[config.mk]
export PLATFORM = sky130hd
export DESIGN_NAME = gpio_irq_unit
export DESIGN_NICKNAME = d
export VERILOG_FILES = /design/src/rtl/gpio_irq_pkg.sv /design/src/rtl/gpio_irq_ctrl.sv /design/src/rtl/gpio_irq_dp.sv /design/src/rtl/gpio_irq_unit.sv
export SDC_FILE = /design/constraint.sdc
export NUM_CORES = 1
export LEC_CHECK = 0
export BUFFER_PORTS_ARGS = -buffer_cell sky130_fd_sc_hd__buf_2
export CAP_MARGIN = 5
export CORE_MARGIN = 1.5
export CORE_UTILIZATION = 53
export CTS_CLUSTER_DIAMETER = 120
export DETAILED_ROUTE_END_ITERATION = 10
export GPL_TIMING_DRIVEN = 0
export HOLD_SLACK_MARGIN = 0.15
export PLACE_DENSITY_LB_ADDON = 0.08
export SYNTH_ARGS = -nofsm -noshare
export SYNTH_HDL_FRONTEND = slang
export SYNTH_SLANG_ARGS = --single-unit
[constraint.sdc]
create_clock -name clk -period 1.41 [get_ports clk]
set_input_delay 0.2115 -clock clk [delete_from_list [all_inputs] [get_ports clk]]
set_output_delay 0.2115 -clock clk [all_outputs]
set_load 0.1 [all_outputs]
[src/rtl/gpio_irq_pkg.sv]
package gpio_irq_pkg;
  localparam int ADDR_W = 3;

  typedef enum logic [ADDR_W-1:0] {
    SEL_STATE  = 3'd0,
    SEL_ENABLE = 3'd1,
    SEL_TEST   = 3'd2,
    SEL_RISE   = 3'd3,
    SEL_FALL   = 3'd4,
    SEL_HIGH   = 3'd5,
    SEL_LOW    = 3'd6,
    SEL_NONE   = 3'd7
  } regSel_e;

  typedef struct packed {
    logic clrState;
    logic wrEnable;
    logic wrTest;
    logic wrRise;
    logic wrFall;
    logic wrHigh;
    logic wrLow;
  } wrStrobe_t;
endpackage

[src/rtl/gpio_irq_ctrl.sv]
module gpio_irq_ctrl
  import gpio_irq_pkg::*;
(
  input  logic              clk,
  input  logic              rstN,
  input  logic              regWrEn,
  input  logic [ADDR_W-1:0] regAddr,
  output wrStrobe_t         strobes,
  output regSel_e           rdSel
);
  regSel_e sel;

  always_comb begin
    sel = regSel_e'(regAddr);
    rdSel = sel;
    strobes = '0;
    if (regWrEn) begin
      case (sel)
        SEL_STATE:  strobes.clrState = 1'b1;
        SEL_ENABLE: strobes.wrEnable = 1'b1;
        SEL_TEST:   strobes.wrTest   = 1'b1;
        SEL_RISE:   strobes.wrRise   = 1'b1;
        SEL_FALL:   strobes.wrFall   = 1'b1;
        SEL_HIGH:   strobes.wrHigh   = 1'b1;
        SEL_LOW:    strobes.wrLow    = 1'b1;
        default:    strobes = '0;
      endcase
    end
  end

  AST_ONE_TARGET: assert property (@(posedge clk) disable iff (!rstN)
    $onehot0(strobes)) else $error("write strobes not exclusive");
  AST_IDLE_QUIET: assert property (@(posedge clk) disable iff (!rstN)
    !regWrEn |-> (strobes == '0)) else $error("strobe without write");
endmodule

[src/rtl/gpio_irq_dp.sv]
module gpio_irq_dp
  import gpio_irq_pkg::*;
#(
  parameter int NUM_PINS = 32
) (
  input  logic                clk,
  input  logic                rstN,
  input  logic [NUM_PINS-1:0] pinIn,
  input  logic [NUM_PINS-1:0] wrData,
  input  wrStrobe_t           strobes,
  input  regSel_e             rdSel,
  output logic [NUM_PINS-1:0] rdData,
  output logic [NUM_PINS-1:0] irqOut
);
  localparam int NUM_TRIG = 4;
  localparam logic [NUM_PINS-1:0] ALL_ZERO = '0;

  logic [NUM_PINS-1:0] prevPin;
  logic [NUM_PINS-1:0] riseEn, fallEn, highEn, lowEn;
  logic [NUM_PINS-1:0] intEnable;
  logic [NUM_PINS-1:0] state;
  logic [NUM_PINS-1:0] testPend;
  logic [NUM_PINS-1:0] hwSet;
  logic [NUM_PINS-1:0] clrMask;
  logic [NUM_PINS-1:0] stateNext;

  // Per-pin trigger detectors
  for (genvar p = 0; p < NUM_PINS; p++) begin : gPin
    logic [NUM_TRIG-1:0] hit;
    assign hit[0] = riseEn[p] &  pinIn[p] & ~prevPin[p];
    assign hit[1] = fallEn[p] & ~pinIn[p] &  prevPin[p];
    assign hit[2] = highEn[p] &  pinIn[p];
    assign hit[3] = lowEn[p]  & ~pinIn[p];
    assign hwSet[p] = |hit;
  end

  assign clrMask   = strobes.clrState ? wrData : ALL_ZERO;
  assign stateNext = (state & ~clrMask) | hwSet | testPend;

  always_ff @(posedge clk or negedge rstN) begin
    if (!rstN) begin
      prevPin   <= '0;
      riseEn    <= '0;
      fallEn    <= '0;
      highEn    <= '0;
      lowEn     <= '0;
      intEnable <= '0;
      state     <= '0;
      testPend  <= '0;
    end else begin
      prevPin  <= pinIn;
      state    <= stateNext;
      testPend <= strobes.wrTest ? wrData : ALL_ZERO;
      if (strobes.wrRise)   riseEn    <= wrData;
      if (strobes.wrFall)   fallEn    <= wrData;
      if (strobes.wrHigh)   highEn    <= wrData;
      if (strobes.wrLow)    lowEn     <= wrData;
      if (strobes.wrEnable) intEnable <= wrData;
    end
  end

  assign irqOut = state & intEnable;

  always_comb begin
    case (rdSel)
      SEL_STATE:  rdData = state;
      SEL_ENABLE: rdData = intEnable;
      SEL_RISE:   rdData = riseEn;
      SEL_FALL:   rdData = fallEn;
      SEL_HIGH:   rdData = highEn;
      SEL_LOW:    rdData = lowEn;
      default:    rdData = '0;
    endcase
  end

  AST_TEST_LANDS: assert property (@(posedge clk) disable iff (!rstN)
    (testPend != '0) |=> ((state & $past(testPend)) == $past(testPend)))
    else $error("test bit not applied");
  AST_TEST_ONESHOT: assert property (@(posedge clk) disable iff (!rstN)
    ((testPend != '0) && !strobes.wrTest) |=> (testPend == '0))
    else $error("test value lingered");
  AST_SET_BEATS_CLEAR: assert property (@(posedge clk) disable iff (!rstN)
    ((hwSet & clrMask) != '0) |=> ((state & $past(hwSet & clrMask)) == $past(hwSet & clrMask)))
    else $error("clear beat a set event");
  AST_STATE_HOLD: assert property (@(posedge clk) disable iff (!rstN)
    (hwSet == '0 && testPend == '0 && !strobes.clrState) |=> $stable(state))
    else $error("state moved without cause");
  AST_IRQ_NEEDS_STATE: assert property (@(posedge clk) disable iff (!rstN)
    ((irqOut & ~state) == '0)) else $error("irq without state");
endmodule

[src/rtl/gpio_irq_unit.sv]
module gpio_irq_unit
  import gpio_irq_pkg::*;
#(
  parameter int NUM_PINS = 32
) (
  input  logic                clk,
  input  logic                rstN,
  input  logic [NUM_PINS-1:0] pinIn,
  input  logic                regWrEn,
  input  logic [ADDR_W-1:0]   regAddr,
  input  logic [NUM_PINS-1:0] regWrData,
  output logic [NUM_PINS-1:0] regRdData,
  output logic [NUM_PINS-1:0] irqOut
);
  wrStrobe_t strobes;
  regSel_e   rdSel;

  gpio_irq_ctrl uCtrl (
    .clk     (clk),
    .rstN    (rstN),
    .regWrEn (regWrEn),
    .regAddr (regAddr),
    .strobes (strobes),
    .rdSel   (rdSel)
  );

  gpio_irq_dp #(.NUM_PINS(NUM_PINS)) uDp (
    .clk     (clk),
    .rstN    (rstN),
    .pinIn   (pinIn),
    .wrData  (regWrData),
    .strobes (strobes),
    .rdSel   (rdSel),
    .rdData  (regRdData),
    .irqOut  (irqOut)
  );
endmodule

# Word level (Yosys, flattened, before mapping)

Cells that the tools add are included.

Equal/unequal tests: 6
Mux-type cells: 11
Bitwise gates (word level): 261
Reduce and logical (&&, ||, !) cells: 33

Operator list:

| kind                 | count |
|---|---|
| $and A1 B1 Y1        | 192 |
| $pmux W32 S6         | 1 |
| $reduce_or A4 Y1     | 32 |
| $and A32 B32 Y32     | 2 |
| $mux W32             | 2 |
| $not A1 Y1           | 64 |
| $or A32 B32 Y32      | 2 |
| $not A32 Y32         | 1 |
| $eq A3 B3 Y1 const B | 3 |
| $mux W1              | 7 |
| $mux W7              | 1 |
| $eq A3 B2 Y1 const B | 2 |
| $eq A3 B1 Y1 const B | 1 |
| $logic_not A3 Y1     | 1 |

Register bits: 256
Input port bits: 70
Output and inout port bits: 64
Logic and storage cells: 319

# Longest topological paths before layout

Gate-level depths: netlist of the first run.

Depth in word-level cells: 8
Mapped depth: 6
Gate-level depth less buffers: 3

# Modules after synthesis

A second synthesis of the first run with hierarchy kept.

Cells, all modules: 926
Area, all modules: 11,534.8 um^2

By module, submodules not included:

| module        | instances | cells an instance | area each (um^2) | seq. area each (um^2) |
|---|---|---|---|---|
| gpio_irq_dp   | 1         | 916               | 11,426.0         | 6,406.1 |
| gpio_irq_ctrl | 1         | 10                | 108.9            | 0.0 |

# Least setup slack after synthesis of the first run

OpenSTA, ideal clock, no wires.

Path kind: input to output
Start: input regAddr[0]
End: output regRdData[10]
Arrival time: 3.238 ns
Data required time: 1.199 ns
Setup slack: -2.039 ns
Stages on the path: 5
Buffers on the path: 3
Path through: buf_4 buf_4 clkbuf_1 nor2_1 a221oi_1

Word-level cells in the longest chain between the ends: 2
Elaborated cells on any way between the ends: 7
Classes of those cells: eq/ne (5); mux (1); reduce/logical (1)

Ends and longest elaborated chain:

| what                                 | line                | text |
|---|---|---|
| from (decl)                          | gpio_irq_unit.sv:10 | `input logic [ADDR_W-1:0] regAddr,` |
| $eq A3 B3 Y1 (tied with other cells) | gpio_irq_dp.sv:65   | `case (rdSel)` |
| $pmux W32 S6 (*)                     | gpio_irq_dp.sv:65   |  |
| to (decl)                            | gpio_irq_unit.sv:12 | `output logic [NUM_PINS-1:0] regRdData,` |

Every way passes the cells marked *; elsewhere a longest branch is shown, timed or not.

# Worst setup path after layout of the first run

Start: register uDp.riseEn[3]
End: output regRdData[3]

Word-level cells in the longest chain between the ends: 1

Ends and longest elaborated chain:

| what                   | line              | text |
|---|---|---|
| from (decl)            | gpio_irq_dp.sv:19 | `logic [NUM_PINS-1:0] riseEn, fallEn, highEn, lowEn;` |
| from (signal assigned) | gpio_irq_dp.sv:54 | `if (strobes.wrRise) riseEn <= wrData;` |
| $pmux W32 S6           | gpio_irq_dp.sv:65 |  |

Every way passes these cells.

==> run metrics, run 1 <==
register share of total power=0.368; Worst EP arrival=approximately 1.8 ns; main combinational cell family by area after synthesis=multiplexers; DR vias=~9000; share of flip-flops with an asynchronous set or reset=1.000; post-layout util=0.7912; part of the total power dissipated in combinational logic=0.352; floorplan die width=~150 um; Layout Area Growth over Synthesis=44.89%; top area cells in the synthesized netlist=dfrtp_1, mux2_2, and2_1; worst-margin pin slew=roughly 0.72 ns; failing checks=setup timing; fraction of layout instances using a drive strength above 1=0.4645; average wire length per cell after detail routing=around 23 um; multiplexer fraction of the synthesized cell area=0.1898; biggest area consumer among synthesized cells=dfrtp_1; largest driver fanout on the critical path=2; placed wire-length estimate=20770 um; die height=150.9 um; path class of the lowest-slack min-delay path=in -> reg; switching power share of the total=0.3390; number of nets in the final layout=1295; number of buffers inserted during clock tree synthesis=28; share of the yosys chip area belonging to registers=0.5529; sequence of cells on the critical path=nor2b_4 -> a32o_2 -> a221o_4 -> buf_12; total number of placement rows=53; area of the die=0.02276 mm^2; fraction of the mapped netlist area in compound gates=0.1364; post-layout worst setup margin=-0.6271 ns; root buffer cell=clkbuf_16; switching pwr=~8.6 mW; remaining design rule violation count=0; Std-Cell Core Area=0.02122 mm^2; clock network fraction of total power=0.280; first-pass GRT wire length=53410 um; via-per-instance ratio=roughly 6; buffer depth of the longest clock path=3; Buffers on Ports=133; fraction of the mapped netlist area in adder cells=0; pins over their slew limit=0; number of DRC markers in iteration 0=about 560; maximum vdd drop=between 1 and 1.5 mV; number of distinct library cell variants in the gate-level netlist after synthesis=34; GR Overflow Total=0; register clock-pin slew on the reported worst setup and hold paths=0.07 ns; wirelength, routed=34980 um; outcome=complete, but fails checks; PwrDens=between 1500 and 2000 mW/mm^2; number of maximum-capacitance constraint violations=0; required time of the critical path=1.20 ns; overall global routing resource usage=0.3132; clock sinks=256; normalized max-slew margin=0.5204; endpoints failing hold=0; critical path startpoint category=flop; area fraction in and, or, nand and nor cells after synthesis=0.08487; post-layout minimum cycle time=2.037 ns; Internal Dissipation=16.83 mW; setup repair after global routing missed its margin=yes; type of destination of the critical path=output pin; number of global-route vias before repair=9216; number of antenna-violating nets in the routed design=0; number of flops mapped to enable cells by yosys=0; instance count of the mapped netlist=908; final clock skew=0.009850 ns; Syn Std Cell Area=0.01159 mm^2; Yosys warning total=0; number of synthesized register bits=256; Worst Path Class, Setup=reg -> out; initial core utilization=0.5460; router iterations before antenna repair=5; largest stage delay on the critical path=0.38 ns; Post-Place Setup Slack=-1.195 ns; sum of internal, switching and leakage power=about 25 mW; FMAX=roughly 500 MHz; leak pwr=around 7.4 nW; TritonCTS clock tree=yes; clock latency reported for the late side of the worst-skew pair=0.54 ns; most common flop cell mapped by yosys=dfrtp_1; period utilization=1.445; maximum number of pins on one net before global-route repair=108; Mapped Nets=978; top-level port count=roughly 130; Critical Path Slowest Stage Cell=dfrtp_1; Mapped Avg Cell Area=12.76 um^2; Routability Congestion=a little under 0.8; Final setup violation count=64; fraction of post-synthesis cell area in the top cell type by area=0.5529; xor and xnor area share after synthesis=0; Clock H-tree levels=1; antenna violations before repair=1
==> final timing paths <==
| kind | cells after the start | from | slack [ns] | to |
|---|---|---|---|---|
| min | 4 | regAddr[2] | 0.15 | uDp.state[0]$_DFF_PN0_ |
| max in group asynchronous | 3 | rstN | 0.30 | uDp.prevPin[12]$_DFF_PN0_ |
| min reg2reg | 1 | uDp.testPend[20]$_DFF_PN0_ | 0.43 | uDp.state[20]$_DFF_PN0_ |
| max | 4 | uDp.riseEn[3]$_DFFE_PN0P_ | -0.63 | regRdData[3] |
| min in group asynchronous | 2 | rstN | 0.20 | uDp.fallEn[26]$_DFFE_PN0P_ |
| max reg2reg | 5 | uDp.fallEn[8]$_DFFE_PN0P_ | 0.11 | uDp.state[8]$_DFF_PN0_ |
==> metal layers <==
layer | up-vias | global-route usage | wire (um)
met3 | 70 | 0.04819 | 2048
li1 | 3987 | - | -
met1 | 4628 | 0.4444 | 15410
met5 | - | 0 | 0
met2 | 322 | 0.4975 | 16660
met4 | 0 | 0.09806 | 869
==> worst max-delay path: cells and delay by family (launching register included) <==
kind | cells | cell delay (ns)
buf+inv | 1 | 0.18
flops | 1 | 0.38
compound gates | 2 | 0.59
simple gates | 1 | 0.12
==> flip-flops by register name, indices dropped and copies added (netlist names) <==
register	count
uDp.fallEn	32
uDp.lowEn	32
uDp.state	32
uDp.intEnable	32
uDp.riseEn	32
uDp.prevPin	32
uDp.testPend	32
uDp.highEn	32
==> cell type report <==
type                    instances  area, um^2
diodes                          1       2.502
plain buffers                  52       508.0
clock buffers                  42       844.6
clock inverters                 3       42.54
fillers                      1275        4432
inverters                      33       128.9
multi-input cells             566        5441
flip-flops and latches        256        6406
well taps                     275       344.1
repair buffers                288        3070
==> synthesized netlist by cell type (3+ instances only) <==
library cell / instances
dfrtp_1: 256
mux2_2: 161
and2_1: 66
a211oi_1: 48
a211o_1: 41
mux2i_1: 33
nand2_1: 33
a31oi_1: 32
inv_1: 32
nand2b_1: 32
a21oi_1: 19
clkbuf_1: 19
a32o_1: 18
a221o_1: 16
buf_2: 15
buf_4: 14
nor2b_1: 12
a221oi_1: 11
nand3b_1: 9
o21ai_0: 9
a22o_1: 7
mux2_1: 5
a22oi_1: 3
buf_6: 3
==> per-stage QoR <==
stage          hold slack, ns  TNS (ns)  std cells  cell area [um^2]
2_1_floorplan        -0.08409    -8.953        908             12200
3_3_place_gp           0.3484  -1270.81       1316             13210
3_5_place_dp           0.1952   -113.14       1318             13270
4_1_cts                0.1356    -20.25       1486             16430
5_1_grt                0.1585    -23.30       1516             16790
6_report               0.1484    -21.08       1516             16790
==> cells in the final DEF (no fill, tap or decap), types with 4 or more instances in the layout <==
cell,instances
dfrtp_1,256
mux2_2,158
buf_4,78
buf_2,74
buf_12,67
dlygate4sd3_1,66
a211oi_1,39
and2_1,35
nand2_1,33
inv_1,32
nand2b_1,32
a31oi_1,32
a211o_1,32
and2_4,31
clkbuf_16,30
buf_6,28
mux2i_1,28
a221o_4,16
a21oi_1,14
a32o_1,14
clkbuf_8,12
a211oi_2,9
nand3b_1,9
a211o_4,9
clkbuf_1,9
nor2b_1,8
a221oi_4,7
a22o_1,7
clkbuf_4,6
buf_8,5
nor2b_4,5
clkbuf_2,5
o21ai_1,5
mux2_1,5
a32o_2,4
o21ai_0,4
mux2i_2,4
a221oi_2,4
==> power groups by stage <==
stage,clock network (mW),registers [mW],logic (mW)
4_1_cts,7.17,9.31,8.52
5_1_grt,7.53,9.48,9.36
6_report,7.14,9.37,8.96
3_3_place_gp,0,9.43,6.18
2_1_floorplan,0,9.18,5.21
3_5_place_dp,0,9.47,6.28
==> logic make-up (layout without fill, tap and decap cells) <==
logic type / after synthesis / in the layout
DFF: 256 / 256
AOI/OAI and AO/OA: 204 / 204
muxes: 199 / 199
buffers and inverters: 86 / 418
other: 0 / 1
and+or+nand+nor: 163 / 163
==> what timing repair did <==
item                       in CTS  in global routing
pin swaps                      49                 21
buffers inserted               57                 35
hold endpoints to repair      405                  0
gates resized for setup       325                 50
hold buffers                   66                  0
setup endpoints to repair      93                124
Power figures use the tool's default switching activity.
==> inputs of run 2 (changes only) <==
==> constraint.sdc (replaced) <==
create_clock -name clk -period 1.41 [get_ports clk]
set_input_delay 0.0705 -clock clk [delete_from_list [all_inputs] [get_ports clk]]
set_output_delay 0.0705 -clock clk [all_outputs]
set_load 0.1 [all_outputs]
==> run 2 against run 1 <==
  * The flow finishes with violations (hold timing, setup timing)
  * Die area is the same
  * Combinational power down 7.1%
  * Utilization fell by 2.3 points
  * First-iteration DRC count down 3.2%
  * Global-route usage down 0.56 points
  * Worst hold slack lost 0.18 ns
  * Clock-buffer cell count is the same
  * Clock skew shrank 0.0031 ns
  * Largest power group unchanged
==> run metrics, run 2 (synthesized netlist as in run 1, its figures left out) <==
largest stage delay on the critical path=0.38 ns (about the same); most frequent standard cell in the layout excluding fill and tap cells=dfrtp_1 (unchanged); maximum vdd drop=1.237 mV (was 1.289 mV); leak pwr=7.194 nW (was 7.371 nW); sequence of cells on the critical path=nor2b_4 -> a32o_2 -> a221o_4 -> buf_12 (unchanged); critical path startpoint category=flop (unchanged); pins over their slew limit=0 (unchanged); area of the die=0.02276 mm^2 (unchanged); worst-margin pin slew=0.6581 ns (was 0.7194 ns); TritonCTS clock tree=yes (unchanged); wirelength, routed=34530 um (was 34980 um); critical path's top delay family=compound AO/OA/AOI/OAI gates (unchanged); number of global-route vias before repair=9194 (was 9216); Layout Area Growth over Synthesis=40.59% (was 44.89%); r2r setup slk=0.08 ns (was 0.11 ns); hold-fix buffers at CTS=67 (was 66); Final setup violation count=44 (was 64); placed cell count=1318 (unchanged); maximum number of pins on one net before global-route repair=121 (was 108); register clock-pin slew on the reported worst setup and hold paths=0.06 ns (was 0.07 ns); Critical Path Slowest Stage Cell=dfrtp_1 (unchanged); Crit Reg-Reg Startpoint=uDp.lowEn[29]$_DFFE_PN0P_ (was uDp.fallEn[8]$_DFFE_PN0P_); number of maximum-capacitance constraint violations=0 (unchanged); Worst EP arrival=1.79 ns (was 1.83 ns); required time of the critical path=1.34 ns (was 1.20 ns); average wire length per cell after detail routing=22.94 um (was 23.08 um); root buffer cell=clkbuf_16 (unchanged); floorplan die width=150.9 um (unchanged); most used cells in the layout excluding fill and tap cells=dfrtp_1, mux2_2, buf_2 (was dfrtp_1, mux2_2, buf_4); die height=150.9 um (unchanged); Critical path origin=uDp.riseEn[16]$_DFFE_PN0P_ (was uDp.riseEn[3]$_DFFE_PN0P_); largest driver fanout on the critical path=2 (unchanged); PwrDens=1568 mW/mm^2 (was 1517 mW/mm^2); GR Overflow Total=0 (unchanged); initial core utilization=0.5460 (unchanged); type of destination of the critical path=output pin (unchanged); via-per-instance ratio=5.920 (was 5.941); clock latency reported for the late side of the worst-skew pair=0.53 ns (was 0.54 ns); Buffers on Ports=133 (unchanged); fin cells=1505 (was 1516); fraction of layout instances using a drive strength above 1=0.4418 (was 0.4645); number of antenna-violating nets in the routed design=0 (unchanged); period utilization=1.320 (was 1.445); total cell area at the placement stage=0.01294 mm^2 (was 0.01327 mm^2); post-layout worst setup margin=-0.4517 ns (was -0.6271 ns); outcome=complete, but fails checks (unchanged); first-pass GRT wire length=52320 um (was 53410 um); placed wire-length estimate=20550 um (was 20770 um); antenna violations before repair=1 (unchanged); Hold Path Origin=regAddr[2] (unchanged); clock sinks=256 (unchanged); Clock H-tree levels=1 (unchanged); failing checks=hold timing, setup timing (was setup timing); setup repair after global routing missed its margin=yes (unchanged); buffer depth of the longest clock path=3 (unchanged); number of nets in the final layout=1278 (was 1295); FMAX=537.1 MHz (was 490.9 MHz); normalized max-slew margin=0.5613 (was 0.5204); number of DRC markers in iteration 0=544 (was 562); Design Area, Final=0.01629 mm^2 (was 0.01679 mm^2); router iterations before antenna repair=5 (unchanged); number of buffers inserted during clock tree synthesis=28 (unchanged); total number of placement rows=53 (unchanged); top-level port count=134 (unchanged); Std-Cell Core Area=0.02122 mm^2 (unchanged); overall global routing resource usage=0.3076 (was 0.3132); DR vias=8909 (was 9007); Worst Path Class, Setup=reg -> out (unchanged); remaining design rule violation count=0 (unchanged); final clock skew=0.006758 ns (was 0.009850 ns); endpoints failing hold=2 (was 0); post-layout minimum cycle time=1.862 ns (was 2.037 ns); Routability Congestion=0.8113 (was 0.7926); path class of the lowest-slack min-delay path=in -> reg (unchanged); Crit path buffers/inverters=1 (unchanged); Fin Hold WS=-0.02875 ns (was 0.1484 ns)
==> run 2: metrics by stage <==
step	util	hold WS, ns	power, mW	worst slack (ns)	TNS [ns]
final	0.7677	-0.02875	25.55	-0.4517	-12.31
after global routing	0.7677	-0.03618	26.44	-0.5031	-14.21
after CTS	0.7522	-0.05537	25.19	-0.4657	-18.64
after detailed placement	0.6099	-0.02890	15.56	-0.9743	-88.00
after global placement	0.6068	0.2082	15.43	-4.436	-1214.68
after floorplan	-	-0.2251	14.20	-0.2376	-1.393
==> run 2: what timing repair did <==
action,CTS,global route
cloned,0,0
pin swaps,37,17
setup buffers,48,25
hold endpoints to repair,512,54
gates resized for setup,271,53
setup endpoints to repair,64,206
==> run 2: worst reg2reg max path, stage by stage (launching register included) <==
cell and delay, ns:
dfrtp_1 0.39, buf_4 0.13, buf_4 0.12, a211oi_1 0.18
a31oi_1 0.09, a211o_1 0.29
==> run 2: layout make-up <==
type,count,area (um^2)
fillers,1351,4930
clock buffers,42,864.6
diodes,1,2.502
well taps,275,344.1
multi-input cells,566,5231
clock inverters,9,148.9
repair buffers,271,2810
inverters,33,128.9
flip-flops and latches,256,6406
plain buffers,52,354.1
==> run 2: path summary, 6_finish.rpt <==
check,end,depth (start not counted)
max in group asynchronous,uDp.highEn[17]$_DFFE_PN0P_,3
min,uDp.state[0]$_DFF_PN0_,4
max reg2reg,uDp.state[29]$_DFF_PN0_,5
max,regRdData[16],4
min reg2reg,uDp.state[25]$_DFF_PN0_,1
min in group asynchronous,uDp.state[5]$_DFF_PN0_,2
==> run 2: layer usage <==
metal  up-vias  routed length [um]  part of all wire  track usage
li1       3971                   -                 -            -
met1      4551               14510              0.42       0.4141
met2       302               16930              0.49       0.5112
met3        85                1951             0.057      0.04307
met4         0                1141             0.033       0.1097
met5         -                   0                 0            0
==> run 2: where the power goes <==
part	internal [mW]	total, mW	switching, mW	leakage (nW)
combinational	3.61	8.32	4.71	3.67
sequential	8.46	9.33	0.868	3.02
clock	4.94	7.91	2.96	0.503
total	17.0	25.5	8.54	7.19
==> inputs of run 3 (changes only) <==
--- a/config.mk
+++ b/config.mk
@@ -11,7 +11,7 @@
 export CORE_UTILIZATION = 53
 export CTS_CLUSTER_DIAMETER = 120
 export DETAILED_ROUTE_END_ITERATION = 10
-export GPL_TIMING_DRIVEN = 0
+export GPL_TIMING_DRIVEN = 1
 export HOLD_SLACK_MARGIN = 0.15
 export PLACE_DENSITY_LB_ADDON = 0.08
 export SYNTH_ARGS = -nofsm -noshare
==> run 3 against run 2 <==
  * The run ends with setup timing left
  * Die area is the same
  * Critical path depth unchanged
  * Total power decreased by 2.5%
  * First-iteration DRC count rose by 4.8%
  * Routed wire length fell by 7.9%
  * Flip-flop and latch count did not move
  * Critical path type unchanged
  * Largest power group unchanged
==> run metrics, run 3 (synthesized netlist as in run 1, its figures left out) <==
clock network fraction of total power=0.283 (was 0.309); Internal Dissipation=16.41 mW (was 17.01 mW); number of global-route vias before repair=9227 (was 9194); placed wire-length estimate=19850 um (was 20550 um); wirelength, routed=31810 um (was 34530 um); Layout fillers=1307 (was 1351); initial core utilization=0.5460 (unchanged); via-per-instance ratio=5.816 (was 5.920); maximum vdd drop=1.125 mV (was 1.237 mV); post-layout minimum cycle time=1.886 ns (was 1.862 ns); total number of placement rows=53 (unchanged); most used cells in the layout excluding fill and tap cells=dfrtp_1, mux2_2, buf_4 (was dfrtp_1, mux2_2, buf_2); Hold Path Origin=pinIn[17] (was regAddr[2]); PwrDens=1497 mW/mm^2 (was 1568 mW/mm^2); number of antenna-violating nets in the routed design=0 (unchanged); worst hold stages=2 (was 4); buffer depth of the longest clock path=3 (unchanged); first-pass GRT wire length=49580 um (was 52320 um); r2r setup slk=0.13 ns (was 0.08 ns); Worst Path Class, Setup=reg -> out (unchanged); clock latency reported for the late side of the worst-skew pair=0.54 ns (was 0.53 ns); area of the die=0.02276 mm^2 (unchanged); failing checks=setup timing (was hold timing, setup timing); overall global routing resource usage=0.2817 (was 0.3076); critical path startpoint category=flop (unchanged); Worst EP arrival=1.82 ns (was 1.79 ns); largest driver fanout on the critical path=2 (unchanged); fraction of layout instances using a drive strength above 1=0.4585 (was 0.4418); pins over their slew limit=0 (unchanged); sum of internal, switching and leakage power=24.91 mW (was 25.55 mW); path class of the lowest-slack min-delay path=in -> reg (unchanged); number of maximum-capacitance constraint violations=0 (unchanged); type of destination of the critical path=output pin (unchanged); root buffer cell=clkbuf_16 (unchanged); Layout Area Growth over Synthesis=43.61% (was 40.59%); Post-Place Setup Slack=-0.1599 ns (was -0.9743 ns); required time of the critical path=1.34 ns (about the same); worst-margin pin slew=0.5049 ns (was 0.6581 ns); remaining design rule violation count=0 (unchanged); final clock skew=0.02167 ns (was 0.006758 ns); Design Area, Final=0.01664 mm^2 (was 0.01629 mm^2); antenna violations before repair=1 (unchanged); GR Overflow Total=0 (unchanged); number of buffers inserted during clock tree synthesis=27 (was 28); TritonCTS clock tree=yes (unchanged); register share of total power=0.374 (was 0.365); most frequent standard cell in the layout excluding fill and tap cells=dfrtp_1 (unchanged); Crit Reg-Reg Startpoint=uDp.lowEn[12]$_DFFE_PN0P_ (was uDp.lowEn[29]$_DFFE_PN0P_); period utilization=1.337 (was 1.320); clock sinks=256 (unchanged); Clock H-tree levels=1 (unchanged); part of the total power dissipated in combinational logic=0.343 (was 0.325); router iterations before antenna repair=6 (was 5); Std-Cell Core Area=0.02122 mm^2 (unchanged); FF-to-FF path depth=5 (unchanged); FMAX=530.3 MHz (was 537.1 MHz); endpoints failing hold=0 (was 2); switching power share of the total=0.3414 (was 0.3344); die height=150.9 um (unchanged); normalized max-slew margin=0.6630 (was 0.5613); top-level port count=134 (unchanged); worst reg2reg path endpoint=uDp.state[12]$_DFF_PN0_ (was uDp.state[29]$_DFF_PN0_); floorplan die width=150.9 um (unchanged); outcome=complete, but fails checks (unchanged); register clock-pin slew on the reported worst setup and hold paths=0.06 ns (about the same); Final setup violation count=42 (was 44); average wire length per cell after detail routing=20.80 um (was 22.94 um); Buffers on Ports=133 (unchanged); total cell area at the placement stage=0.01392 mm^2 (was 0.01294 mm^2); DR vias=8892 (was 8909); post-layout worst setup margin=-0.4757 ns (was -0.4517 ns); switching pwr=8.505 mW (was 8.542 mW); leak pwr=7.349 nW (was 7.194 nW); hold path endpoint=uDp.prevPin[17]$_DFF_PN0_ (was uDp.state[0]$_DFF_PN0_); maximum number of pins on one net before global-route repair=60 (was 121); Routability Congestion=0.8272 (was 0.8113); setup repair after global routing missed its margin=yes (unchanged); number of nets in the final layout=1302 (was 1278); number of DRC markers in iteration 0=570 (was 544)
[run 3: worst max path at each step]
stage / startpoint / end / slack, ns / depth (start not counted)
2_1_floorplan: regAddr[0] / regRdData[10] / -0.24 / 5
3_3_place_gp: regAddr[1] / regRdData[5] / -0.13 / 7
3_5_place_dp: regAddr[1] / regRdData[4] / -0.16 / 8
4_1_cts: uDp.riseEn[27]$_DFFE_PN0P_ / regRdData[27] / -0.47 / 4
5_1_grt: uDp.riseEn[11]$_DFFE_PN0P_ / regRdData[11] / -0.52 / 4
6_report: uDp.riseEn[11]$_DFFE_PN0P_ / regRdData[11] / -0.48 / 4
[run 3: metrics by stage]
stage	TNS [ns]	hold slack, ns	std cells	utilization
2_1_floorplan	-1.393	-0.2251	908	-
3_3_place_gp	-8.867	-0.02332	1336	0.6562
3_5_place_dp	-12.07	-0.02049	1336	0.6562
4_1_cts	-12.35	0.1787	1499	0.7663
5_1_grt	-14.29	0.1960	1528	0.7841
6_report	-12.37	0.1998	1529	0.7842
[run 3: worst max-delay path: stages, from the launching register on]
cell     delay (ns)
dfrtp_1        0.39
nor2b_4        0.13
a32o_2         0.24
a221o_4        0.35
buf_12         0.17
[run 3: final cells by class]
cell class / count / area, um^2 / share of cell area
sequential: 256 / 6406 / 0.3850
multi-input combinational: 566 / 5216 / 0.3135
timing repair buffer: 348 / 3657 / 0.2198
clock buffer: 38 / 797.0 / 0.04789
tap: 275 / 344.1 / 0.02068
inverter: 33 / 123.9 / 0.007444
clock inverter: 11 / 91.34 / 0.005489
antenna: 2 / 5.005 / 0.0003008
[run 3: repair_timing]
action,CTS,global route
pin swaps,36,15
setup buffers,49,29
resized for setup,118,45
hold endpoints to repair,512,0
hold buffers,66,0
endpoints found under the setup margin,64,54
[run 3: layer usage]
metal  track usage  routed length (um)  share of wire  vias up
met3       0.03735                1628          0.051       69
met4       0.08301                 885          0.028        0
met1        0.3810               13700           0.43     4520
li1              -                   -              -     4009
met2        0.4758               15590           0.49      294
met5             0                   0              0        -
[run 3: power by group through the flow]
stage	Combinational, mW	Clock (mW)	Sequential [mW]
2_1_floorplan	5.05	0	9.15
3_3_place_gp	6.74	0	9.42
3_5_place_dp	6.83	0	9.45
4_1_cts	8.04	7.15	9.28
5_1_grt	8.97	7.49	9.44
6_report	8.55	7.04	9.32
